<file path="src/rtl/smap_pkg.sv">
package smap_pkg;

    localparam int SEG_W  = 7;
    localparam int OFF_W  = 16;
    localparam int PAGE_W = 4;
    localparam int PA_W   = OFF_W + PAGE_W;

    typedef enum logic [1:0] {
        TGT_NONE  = 2'd0,
        TGT_FLASH = 2'd1,
        TGT_RAM   = 2'd2
    } tgt_e;

    typedef struct packed {
        tgt_e              tgt;
        logic [PAGE_W-1:0] page;
    } route_t;

    typedef struct packed {
        route_t           route;
        logic [OFF_W-1:0] off;
        logic             hi_en;
        logic             lo_en;
    } hold_t;

    function automatic route_t mk_route(tgt_e t, logic [PAGE_W-1:0] p);
        route_t r;
        r.tgt  = t;
        r.page = p;
        return r;
    endfunction

endpackage

</file>
<file path="src/rtl/smap_boot_flag.sv">
module smap_boot_flag (
    input  logic clk,
    input  logic rst,
    input  logic stb,
    input  logic clr_bit,
    output logic boot_now
);
    logic boot_q;
    logic clr_hit;

    assign clr_hit  = stb & clr_bit;
    // The access that carries the clearing bit already sees the flag cleared.
    assign boot_now = boot_q & ~clr_hit;

    always_ff @(posedge clk) begin
        if (rst)
            boot_q <= 1'b1;
        else if (clr_hit)
            boot_q <= 1'b0;
    end
endmodule

</file>
<file path="src/rtl/smap_seg_decode.sv">
module smap_seg_decode
    import smap_pkg::*;
#(
    parameter int SEG_LOW   = 0,
    parameter int SEG_USER  = 1,
    parameter int SEG_SYS   = 3,
    parameter int SEG_SPLIT = 11,
    parameter int SEG_IASD  = 19,
    parameter int SEG_ROM   = 60,
    parameter int PG_LOW    = 0,
    parameter int PG_USER   = 1,
    parameter int PG_SYS    = 3,
    parameter int PG_DATA   = 9,
    parameter int PG_ROM    = 15
) (
    input  logic [SEG_W-1:0] seg,
    input  logic             ifetch,
    input  logic             boot,
    output route_t           route
);
    localparam logic [PAGE_W-1:0] P_LOW  = PAGE_W'(PG_LOW);
    localparam logic [PAGE_W-1:0] P_USER = PAGE_W'(PG_USER);
    localparam logic [PAGE_W-1:0] P_SYS  = PAGE_W'(PG_SYS);
    localparam logic [PAGE_W-1:0] P_DATA = PAGE_W'(PG_DATA);
    localparam logic [PAGE_W-1:0] P_ROM  = PAGE_W'(PG_ROM);

    always_comb begin
        route = mk_route(TGT_NONE, '0);
        if (seg == SEG_W'(SEG_ROM))
            route = mk_route(TGT_FLASH, P_ROM);
        else if (seg == SEG_W'(SEG_LOW))
            route = boot ? mk_route(TGT_FLASH, P_ROM) : mk_route(TGT_RAM, P_LOW);
        else if (seg == SEG_W'(SEG_USER))
            route = mk_route(TGT_RAM, P_USER);
        else if (seg == SEG_W'(SEG_SYS))
            route = mk_route(TGT_RAM, P_SYS);
        else if (seg == SEG_W'(SEG_SPLIT))
            route = mk_route(TGT_RAM, ifetch ? P_USER : P_DATA);
        else if (seg == SEG_W'(SEG_IASD))
            route = mk_route(TGT_RAM, P_USER);
    end
endmodule

</file>
<file path="src/rtl/smap_lane_enable.sv">
module smap_lane_enable #(
    parameter bit BIG_END = 1'b1
) (
    input  logic byte_acc,
    input  logic a0,
    output logic hi_en,
    output logic lo_en
);
    generate
        if (BIG_END) begin : g_big
            assign hi_en = ~byte_acc | ~a0;
            assign lo_en = ~byte_acc |  a0;
        end else begin : g_little
            assign hi_en = ~byte_acc |  a0;
            assign lo_en = ~byte_acc | ~a0;
        end
    endgenerate
endmodule

</file>
<file path="src/rtl/seg_page_mapper.sv">
module seg_page_mapper
    import smap_pkg::*;
#(
    parameter int SEG_LOW   = 0,
    parameter int SEG_USER  = 1,
    parameter int SEG_SYS   = 3,
    parameter int SEG_SPLIT = 11,
    parameter int SEG_IASD  = 19,
    parameter int SEG_ROM   = 60,
    parameter int BOOT_BIT  = 3,
    parameter bit BIG_END   = 1'b1
) (
    input  logic             clk,
    input  logic             rst,
    input  logic             addr_stb,
    input  logic [SEG_W-1:0] seg_in,
    input  logic [OFF_W-1:0] off_in,
    input  logic             ifetch,
    input  logic             byte_acc,
    input  logic             mem_req,
    output logic [PA_W-1:0]  phys_addr,
    output logic             flash_cs,
    output logic             ram_cs,
    output logic             lane_hi,
    output logic             lane_lo,
    output logic             seg_trap
);
    logic   boot_now;
    route_t route_d;
    logic   hi_d, lo_d;
    hold_t  hold_q;
    logic   trap_q;
    logic   sel_ok;

    smap_boot_flag u_boot (
        .clk      (clk),
        .rst      (rst),
        .stb      (addr_stb),
        .clr_bit  (off_in[BOOT_BIT]),
        .boot_now (boot_now)
    );

    smap_seg_decode #(
        .SEG_LOW  (SEG_LOW),
        .SEG_USER (SEG_USER),
        .SEG_SYS  (SEG_SYS),
        .SEG_SPLIT(SEG_SPLIT),
        .SEG_IASD (SEG_IASD),
        .SEG_ROM  (SEG_ROM)
    ) u_dec (
        .seg    (seg_in),
        .ifetch (ifetch),
        .boot   (boot_now),
        .route  (route_d)
    );

    smap_lane_enable #(.BIG_END(BIG_END)) u_lane (
        .byte_acc (byte_acc),
        .a0       (off_in[0]),
        .hi_en    (hi_d),
        .lo_en    (lo_d)
    );

    always_ff @(posedge clk) begin
        if (rst) begin
            hold_q <= '{route: mk_route(TGT_NONE, '0), off: '0, hi_en: 1'b0, lo_en: 1'b0};
            trap_q <= 1'b0;
        end else begin
            trap_q <= addr_stb & mem_req & (route_d.tgt == TGT_NONE);
            if (addr_stb)
                hold_q <= '{route: route_d, off: off_in, hi_en: hi_d, lo_en: lo_d};
        end
    end

    assign sel_ok    = mem_req & (hold_q.route.tgt != TGT_NONE);
    assign flash_cs  = mem_req & (hold_q.route.tgt == TGT_FLASH);
    assign ram_cs    = mem_req & (hold_q.route.tgt == TGT_RAM);
    assign lane_hi   = sel_ok & hold_q.hi_en;
    assign lane_lo   = sel_ok & hold_q.lo_en;
    assign phys_addr = {hold_q.route.page, hold_q.off};
    assign seg_trap  = trap_q;
endmodule

</file>
<file path="config.mk">
export PLATFORM = sky130hd
export DESIGN_NAME = seg_page_mapper
export DESIGN_NICKNAME = d
export VERILOG_FILES = /design/src/rtl/smap_pkg.sv /design/src/rtl/smap_boot_flag.sv /design/src/rtl/smap_seg_decode.sv /design/src/rtl/smap_lane_enable.sv /design/src/rtl/seg_page_mapper.sv
export SDC_FILE = /design/constraint.sdc
export NUM_CORES = 1
export LEC_CHECK = 0
export BUFFER_PORTS_ARGS = -buffer_cell sky130_fd_sc_hd__buf_2
export CAP_MARGIN = 0
export CORE_MARGIN = 4
export CORE_UTILIZATION = 45
export DETAILED_ROUTE_END_ITERATION = 8
export GPL_ROUTABILITY_DRIVEN = 0
export GPL_TIMING_DRIVEN = 0
export PLACE_DENSITY = 0.79
export SYNTH_ARGS = -nofsm -noshare
export SYNTH_HDL_FRONTEND = slang
export SYNTH_SLANG_ARGS = --single-unit
</file>
<file path="constraint.sdc">
create_clock -name clk -period 2.68 [get_ports clk]
set_input_delay 0.134 -clock clk [delete_from_list [all_inputs] [get_ports clk]]
set_output_delay 0.134 -clock clk [all_outputs]
set_load 0.05 [all_outputs]
</file>
==> Word-level counts from Yosys, hierarchy flattened <==
Index checks and enable logic that the tools add are counted.
{ "totals": {"reg_bits": 26, "input_bits": 29, "output_inout_bits": 25, "word_cells": 39} }
{ "op_classes": {"eq_ne": 7, "muxes": 8, "bitwise_logic": 14, "n_reduce_logical": 3} }
{ "op_table": {"columns": ["operator", "n"], "rows": [
  ["two-way mux 6 bit", 7],
  ["AND 1 bit", 9],
  ["equality test 7 x 1 -> 1 bit, second input constant", 1],
  ["equality test 7 x 2 -> 1 bit, second input constant", 1],
  ["equality test 7 x 4 -> 1 bit, second input constant", 1],
  ["equality test 7 x 5 -> 1 bit, second input constant", 1],
  ["equality test 7 x 6 -> 1 bit, second input constant", 1],
  ["zero test 7 bit", 1],
  ["two-way mux 4 bit", 1],
  ["inverter 1 bit", 3],
  ["equality test 2 x 1 -> 1 bit, second input constant", 1],
  ["equality test 2 bit, second input constant", 1],
  ["zero test 2 bit", 1],
  ["OR 1 bit", 2],
  ["nonzero test 2 bit", 1]
]} }

==> Longest topological paths before layout <==
Gate-level depths: netlist of run 1.
{ "depth": {"word_depth": 9, "depth_mapped": 5} }

==> Hierarchy <==
Synthesis of run 1 repeated with hierarchy kept, for this count alone.
{ "hier_totals": {"cells_unflattened": 135, "area_unflattened_um2": 1293.7} }
{ "by_module_without_submodules": {"columns": ["module", "n_inst", "cells_each", "area_per_inst_um2"], "rows": [
  ["seg_page_mapper", 1, 109, 1094.8],
  ["smap_seg_decode", 1, 21, 151.4],
  ["smap_boot_flag", 1, 3, 37.5],
  ["smap_lane_enable", 1, 2, 10.0]
]} }

==> Worst setup path before layout of run 1 <==
Ideal clock, no wire load.
{ "synth_timing": {"path_kind": "input -> register", "startpoint": "in seg_in[6]", "endpoint": "reg hold_q, in the netlist phys_addr[19]", "t_arrival_ps": 1373, "slack_ps": 1228, "path_stages": 3, "path_buffers": 0, "path_cell_list": "or4_1 or4b_1 a211oi_2"} }
{ "synth_via": {"elab_chain_len": 6} }
{ "synth_rtl": {"columns": ["element", "line_no", "rtl"], "rows": [
  ["start, declared", "seg_page_mapper.sv:16", "input logic [SEG_W-1:0] seg_in,"],
  ["equality test 7 x 4 -> 1 bit", "smap_seg_decode.sv:37", "else if (seg == SEG_W'(SEG_SPLIT))"],
  ["two-way mux 6 bit", "smap_seg_decode.sv:37", null],
  ["two-way mux 6 bit", "smap_seg_decode.sv:35", "else if (seg == SEG_W'(SEG_SYS))"],
  ["two-way mux 6 bit", "smap_seg_decode.sv:33", "else if (seg == SEG_W'(SEG_USER))"],
  ["two-way mux 6 bit", "smap_seg_decode.sv:31", "else if (seg == SEG_W'(SEG_LOW))"],
  ["two-way mux 6 bit (*)", "smap_seg_decode.sv:29", "if (seg == SEG_W'(SEG_ROM))"],
  ["end signal, assigned", "seg_page_mapper.sv:66", "hold_q <= '{route: mk_route(TGT_NONE, '0), off: '0, hi_en: 1'b0, lo_en: 1'b0};"],
  ["end signal, assigned", "seg_page_mapper.sv:71", "hold_q <= '{route: route_d, off: off_in, hi_en: hi_d, lo_en: lo_d};"],
  ["end, declared", "seg_page_mapper.sv:31", "hold_t hold_q;"]
]} }
Every way passes the cells marked *; elsewhere a longest branch is shown, timed or not.
A chain may end at the register's enable or synchronous reset.

==> Worst setup path in the final report of run 1 <==
{ "layout_timing": {"startpoint": "reg hold_q[22] in the netlist's numbering", "endpoint": "out lane_hi"} }
{ "layout_via": {"elab_chain_len": 3} }
{ "layout_rtl": {"columns": ["element", "line_no", "rtl"], "rows": [
  ["nonzero test 2 bit", "seg_page_mapper.sv:75", "assign sel_ok = mem_req & (hold_q.route.tgt != TGT_NONE);"],
  ["AND 1 bit", "seg_page_mapper.sv:75", null],
  ["AND 1 bit", "seg_page_mapper.sv:78", "assign lane_hi = sel_ok & hold_q.hi_en;"],
  ["end, declared", "seg_page_mapper.sv:24", "output logic lane_hi,"]
]} }
No other way between the ends.

==> results.cfg, run 1 <==
[outcome]
status = complete, no violations

[die]
dieArea_mm2 = 0.003454
rows = 18
die_width_um = 58.77
io_pins = 54
die_h_um = 58.77
initial_core_util_pct = 46.82
coreArea_mm2 = 0.002477

[hold_path]
holdPathStages = 2
hp-start = byte_acc
hp-class = in2reg
hold_end = hold_q[0]$_SDFFE_PP0P_

[final_layout]
diodes = 0
seq_area_um2 = 500.5
layout_common_cells = buf_2 (52), nor2_1 (27), dfxtp_1 (25), buf_4 (20), mux2i_1 (16)
final_common_cell = buf_2
multiInputGateArea_um2 = 470.5
final_cells = 212
layout.nets = 212
final.fill_count = 225
final_util_pct = 59.70
syn2layout_area_growth_pct = 27.51
drive_above_1_share_pct = 44.51

[drt]
dr_total_vias = 1000
drt-total-wl_um = 2439
routed_via_density = 4.717
wire_per_inst_um = 11.50
dr.pass1.iters = 4
final_antenna_net_count = 0
drt_iter0_markers = 21
post-route-drc-count = 0

[synthesis]
yosysWarnings = 0
synthFlopType = dfxtp_1
synth_seq_cells = 25
synth_fp_nets = 156
synthesis.area_mm2 = 0.001160
synth_area_leaders = dfxtp_1 (43%), mux2i_1 (14%), buf_4 (13%)
synth_top_area_cell = dfxtp_1
syn_avg_cell_area_um2 = 9.133
seq_area_frac_synth_pct = 43.15
synth_edf_count = 0
syn_inst = 127
synth_top_area_share_pct = 43.15
synth-async-reset-ratio_pct = 0
yosysUniqueCellTypes = 30

[global_route]
gr-usage-all-layers_pct = 14.73
overflow = 0
grt_antenna_before_repair = 0
met3_usage_pct = 2.632
grt_util_met1_pct = 17.34
busiest_layer = met2
grt_first_pass_wirelength_um = 4036
grtUsageMet2_pct = 26.18
grt_max_degree = 14
grt_pass1_vias = 990

[clocking]
cts_setup_buffers = 0
ctsResizeCount = 0
cts_tree = built
clkLatencyLatePin_ns = 0.30
h-tree-depth = 1
clk_pin_slew_ns = 0.13
numCtsBuffers = 3
hold_buffers = 0
clock-sinks = 25
clk_root_buffer_cell = clkbuf_4
clockBufferDepth = 2

[critical_path]
r2r_end = seg_trap$_SDFF_PP0_
cp_num_buf_inv = 1
required_ns = 2.55
crit-reg2reg-launch = u_boot.boot_q$_SDFFE_PP1P_
cp-end-kind = primary output
crit_fanout = 5
path_class = reg2out
start_kind = flop
r2r_cells = 4
rrSetupSlack_ns = 1.47
worstPathArrival_ns = 1.28
slowest_stage = dfxtp_1
crit_chain = o21ai_0, nor2_1, buf_2
max_stage_delay_ns = 0.42
crit_family = flip-flops

[pwr]
leakage_nw = 0.7822
power.net_switching_uw = 231.4
finalPower_uw = 753.8
power_density_mw_per_mm2 = 509.7
power_frac_seq_pct = 53.6
peakVddDrop_uv = 257.2
p_int_uw = 522.4
p_comb_share_pct = 25.2
clockPowerShare_pct = 21.2
swShare_pct = 30.70

[sta]
finalHoldViolCount = 0
finClkSkew_ns = 0.002337
max_freq_mhz = 709.5
tightestPinTransition_ns = 0.5584
period_needed_ns = 1.409
setup_viol = 0
setup_tns_ns = 0
slew_headroom_pct = 62.77
rsz0062_at_grt = no
fin_crit_sh_pct = 52.59
slew_violations = 0

[placed_design]
placed_cells = 208
place.port_buffers = 51
dp_hpwl_um = 1997

[job]
drv_cap = 0
## power groups by stage
stage / Sequential [mW] / Combinational (mW) / Clock (mW)
6_report: 0.404 / 0.190 / 0.160
5_1_grt: 0.408 / 0.204 / 0.183
4_1_cts: 0.404 / 0.191 / 0.168
3_5_place_dp: 0.412 / 0.191 / 0
3_3_place_gp: 0.411 / 0.187 / 0
2_1_floorplan: 0.412 / 0.140 / 0
## per-layer routing
layer	up-vias	share of wire, %	routed length, um
met1	441	41	1010
met3	4	7.8	190
met4	0	1.4	35
met2	35	49	1203
met5	-	0	0
li1	520	-	-
## logic make-up after synthesis
| group | after synthesis | share of synthesized area, % |
|---|---|---|
| AO/OA/AOI/OAI | 11 | 7.011 |
| buffers and inverters | 30 | 16.29 |
| multiplexers | 16 | 13.81 |
| flip-flops | 25 | 43.15 |
| adder cells (fa/ha/maj) | 1 | 0.8630 |
| AND/OR/NAND/NOR | 44 | 18.88 |
## per-stage QoR
stage / setup WS, ns / area (um^2) / hold WS [ns]
after global placement: 1.086 / 1453 / 0.3519
after global routing: 1.169 / 1479 / 0.007458
after CTS: 1.259 / 1479 / 0.01850
after detailed placement: 1.067 / 1453 / 0.3611
after floorplan: 1.228 / 1160 / 0.2481
final: 1.271 / 1479 / 0.03743
## flip-flops by register name (all words and copies together) (netlist names)
register	flops
seg_trap	1
u_boot.boot_q	1
phys_addr	19
hold_q	4
## worst reg2reg max path: cells and delay by family, from the launching register on
| kind | cells | cell delay, ns |
|---|---|---|
| flops | 1 | 0.32 |
| simple gates | 3 | 0.71 |
| compound gates | 1 | 0.13 |
## area by class of cell
| cell class | count | share of cell area [%] |
|---|---|---|
| Buffer | 26 | 11.76 |
| Inverter | 4 | 1.015 |
| Tap cell | 30 | 2.538 |
| Timing Repair Buffer | 51 | 17.26 |
| Sequential cell | 25 | 33.84 |
| Multi-Input combinational cell | 72 | 31.81 |
| Clock buffer | 4 | 1.777 |
## cell usage after synthesis, drive strengths merged, types with 2 or more instances
cell / n
nor2: 27
dfxtp: 25
buf: 22
mux2i: 16
clkbuf: 4
inv: 4
a211oi: 3
o21ai: 3
a311oi: 2
nand2: 2
nor3: 2
or2: 2
or4b: 2
## worst max-delay path by stage
stage                                 endpoint                     from  slack, ns  cells after the start
detailed placement  phys_addr[19]$_SDFFE_PP0P_                seg_in[6]       1.07                      4
floorplan           phys_addr[19]$_SDFFE_PP0P_                seg_in[6]       1.23                      3
global route                           lane_hi  hold_q[22]$_SDFFE_PP0P_       1.17                      3
global placement    phys_addr[19]$_SDFFE_PP0P_                seg_in[6]       1.09                      4
finish                                 lane_hi  hold_q[22]$_SDFFE_PP0P_       1.27                      3
CTS                                    lane_hi  hold_q[22]$_SDFFE_PP0P_       1.26                      3
No activity file was read; power rests on OpenSTA's default activity.
==> inputs of run 2 (changes only) <==
--- a/config.mk
+++ b/config.mk
@@ -5,14 +5,15 @@
 export SDC_FILE = /design/constraint.sdc
 export NUM_CORES = 1
 export LEC_CHECK = 0
+export ABC_AREA = 1
 export BUFFER_PORTS_ARGS = -buffer_cell sky130_fd_sc_hd__buf_2
 export CAP_MARGIN = 0
 export CORE_MARGIN = 4
-export CORE_UTILIZATION = 45
+export CORE_UTILIZATION = 41
 export DETAILED_ROUTE_END_ITERATION = 8
 export GPL_ROUTABILITY_DRIVEN = 0
 export GPL_TIMING_DRIVEN = 0
-export PLACE_DENSITY = 0.79
+export PLACE_DENSITY = 0.75
 export SYNTH_ARGS = -nofsm -noshare
 export SYNTH_HDL_FRONTEND = slang
 export SYNTH_SLANG_ARGS = --single-unit
==> constraint.sdc (replaced) <==
create_clock -name clk -period 1.26 [get_ports clk]
set_input_delay 0.063 -clock clk [delete_from_list [all_inputs] [get_ports clk]]
set_output_delay 0.063 -clock clk [all_outputs]
set_load 0.05 [all_outputs]
==> run 2 against run 1 <==
Compared with the run above:
- cell count increased by 25%
- register-to-register slack got worse by 1.4 ns
- global-route usage increased by 0.62 points
- synthesized cell count increased by 28%
- clock power increased by 110%
- core utilization increased by 1.6 points
- via count increased by 19%
- worst hold slack got worse by 0.026 ns
- die area increased by 11%
- highest routed layer unchanged
==> results.cfg, run 2 <==
[synthesis]
synthesis.area_mm2 = 0.001192
seq_area_frac_synth_pct = 41.97
synth_fp_nets = 191
synth_seq_cells = 25
syn_avg_cell_area_um2 = 7.360
yosysMostFrequentCell = nor2_1
yosysUniqueCellTypes = 22
synthFlopType = dfxtp_1
synth-async-reset-ratio_pct = 0
synth_top_area_share_pct = 41.97
synth_top_area_cell = dfxtp_1
synth_edf_count = 0
synth_area_leaders = dfxtp_1 (42%), nor2_1 (15%), buf_4 (13%)
yosysWarnings = 0
syn_inst = 162
netlist_top_cells_count = nor2_1 (48), dfxtp_1 (25), buf_4 (20)

[placed_design]
dp_hpwl_um = 2029
place.port_buffers = 52

[clocking]
clkLatencyLatePin_ns = 0.31
cts_setup_buffers = 0
clock-sinks = 25
cts_tree = built
clk_pin_slew_ns = 0.13
h-tree-depth = 1
numCtsBuffers = 3
clockBufferDepth = 2
clk_root_buffer_cell = clkbuf_4

[final_layout]
drive_above_1_share_pct = 39.74
layout.nets = 264
largest_reg_flops = 19
layout_common_cells = buf_2 (53), nor2_1 (48), dfxtp_1 (24), buf_4 (21), dlygate4sd3_1 (16)
syn2layout_area_growth_pct = 41.87
final_common_cell = buf_2
diodes = 0

[critical_path]
path_class = reg2out
slowest_stage = dfxtp_2
worstPathArrival_ns = 1.13
cp_num_buf_inv = 1
max_stage_delay_ns = 0.38
cp-end-kind = primary output
required_ns = 1.20
crit_fanout = 5
start_kind = flop
crit_family = flip-flops
crit_chain = nand2_1, nor2_1, buf_2

[global_route]
grt_pass1_vias = 1071
grt_antenna_before_repair = 0
overflow = 0
grt_first_pass_wirelength_um = 4305
grt_max_degree = 15
gr-usage-all-layers_pct = 15.35

[outcome]
status = complete, no violations

[drt]
drt-total-wl_um = 2760
post-route-drc-count = 0
dr_total_vias = 1187
wire_per_inst_um = 10.42
drt_iter0_markers = 40
dr.pass1.iters = 4
routed_via_density = 4.479
final_antenna_net_count = 0

[job]
drv_cap = 0

[sta]
finClkSkew_ns = 0.007941
fin_crit_sh_pct = 94.49
rsz0062_at_grt = no
slew_violations = 0
hold_ws_ns = 0.01117
tightestPinTransition_ns = 0.2508
setup_tns_ns = 0
slew_headroom_pct = 83.10
max_freq_mhz = 839.9
setup_viol = 0
finalHoldViolCount = 0
period_needed_ns = 1.191

[pwr]
peakVddDrop_uv = 783.4
power_density_mw_per_mm2 = 998.9
leakage_nw = 0.8928

[die]
coreArea_mm2 = 0.002758
io_pins = 54
dieArea_mm2 = 0.003835
die_width_um = 61.93
initial_core_util_pct = 43.24
rows = 19
die_h_um = 61.93

[hold_path]
hp-class = in2reg
==> run 2: cell types whose count changed after synthesis, sizes merged, moves of 3 or more <==
cell    change
o21ai      +17
nor2       +24
nand3       +4
clkbuf      -3
nand4       +3
a211oi      -3
mux2i      -16
inv         +5
nand2      +13
==> run 2: worst reg2reg max path: cells and delay by family, from the launching register on <==
| kind | cells | cell delay (ns) |
|---|---|---|
| buf+inv | 1 | 0.57 |
| flops | 1 | 0.34 |
| compound gates | 2 | 0.17 |
==> run 2: layer usage <==
layer | up-vias | part of all wire [%] | track usage (%)
li1 | 641 | - | -
met1 | 501 | 44 | 16.92
met2 | 41 | 47 | 28.55
met3 | 4 | 6.7 | 2.273
met4 | 0 | 1.4 | 7.273
met5 | - | 0 | 0
==> run 2: cell families after synthesis <==
group	after synthesis	synth area share [%]
and+or+nand+nor	79	30.33
buffers and inverters	34	17.52
DFF	25	41.97
AOI/OAI and AO/OA	24	10.18
==> run 2: worst paths after layout <==
path                                     to  slack, ns                       from  depth (start not counted)
setup / recovery                   flash_cs       0.07    hold_q[22]$_SDFFE_PP0P_                          3
hold / removal    phys_addr[3]$_SDFFE_PP0P_       0.01                  off_in[3]                          3
setup reg to reg     hold_q[1]$_SDFFE_PP0P_       0.09     hold_q[1]$_SDFFE_PP0P_                          3
hold reg to reg   phys_addr[3]$_SDFFE_PP0P_       0.47  phys_addr[3]$_SDFFE_PP0P_                          2
==> run 2: stage by stage <==
stage / utilization (%) / cell area (um^2) / setup slack, ns / total power, mW / cells
after floorplan: - / 1192 / 0.08205 / 1.203 / 162
after global placement: 54.08 / 1491 / 0.3247 / 1.319 / 245
final: 61.34 / 1692 / 0.06941 / 1.690 / 265
after global routing: 61.34 / 1692 / 0.001028 / 1.795 / 265
after detailed placement: 54.08 / 1491 / 0.3239 / 1.324 / 245
after CTS: 61.07 / 1684 / 0.01504 / 1.708 / 265
==> run 2: power breakdown <==
group | internal [mW] | total, mW | leakage (nW) | switching, mW
logic | 0.190 | 0.483 | 0.668 | 0.294
clock network | 0.119 | 0.343 | 0.0177 | 0.224
registers | 0.841 | 0.864 | 0.208 | 0.0229
==> run 2: area by class of cell <==
type	count	area [um^2]
multi-input combinational	103	483.0
inverter	9	33.78
clock inverter	1	5.005
clock buffer	3	22.52
fill	259	1066
sequential	25	501.7
timing repair buffer	68	431.7
tap	31	38.79
buffer	25	175.2
==> run 2: timing repair <==
item                                   CTS  global route
hold buffers                            16             0
endpoints found under the hold margin   15             0
setup endpoints to repair                2             4
resized for setup                        2             4
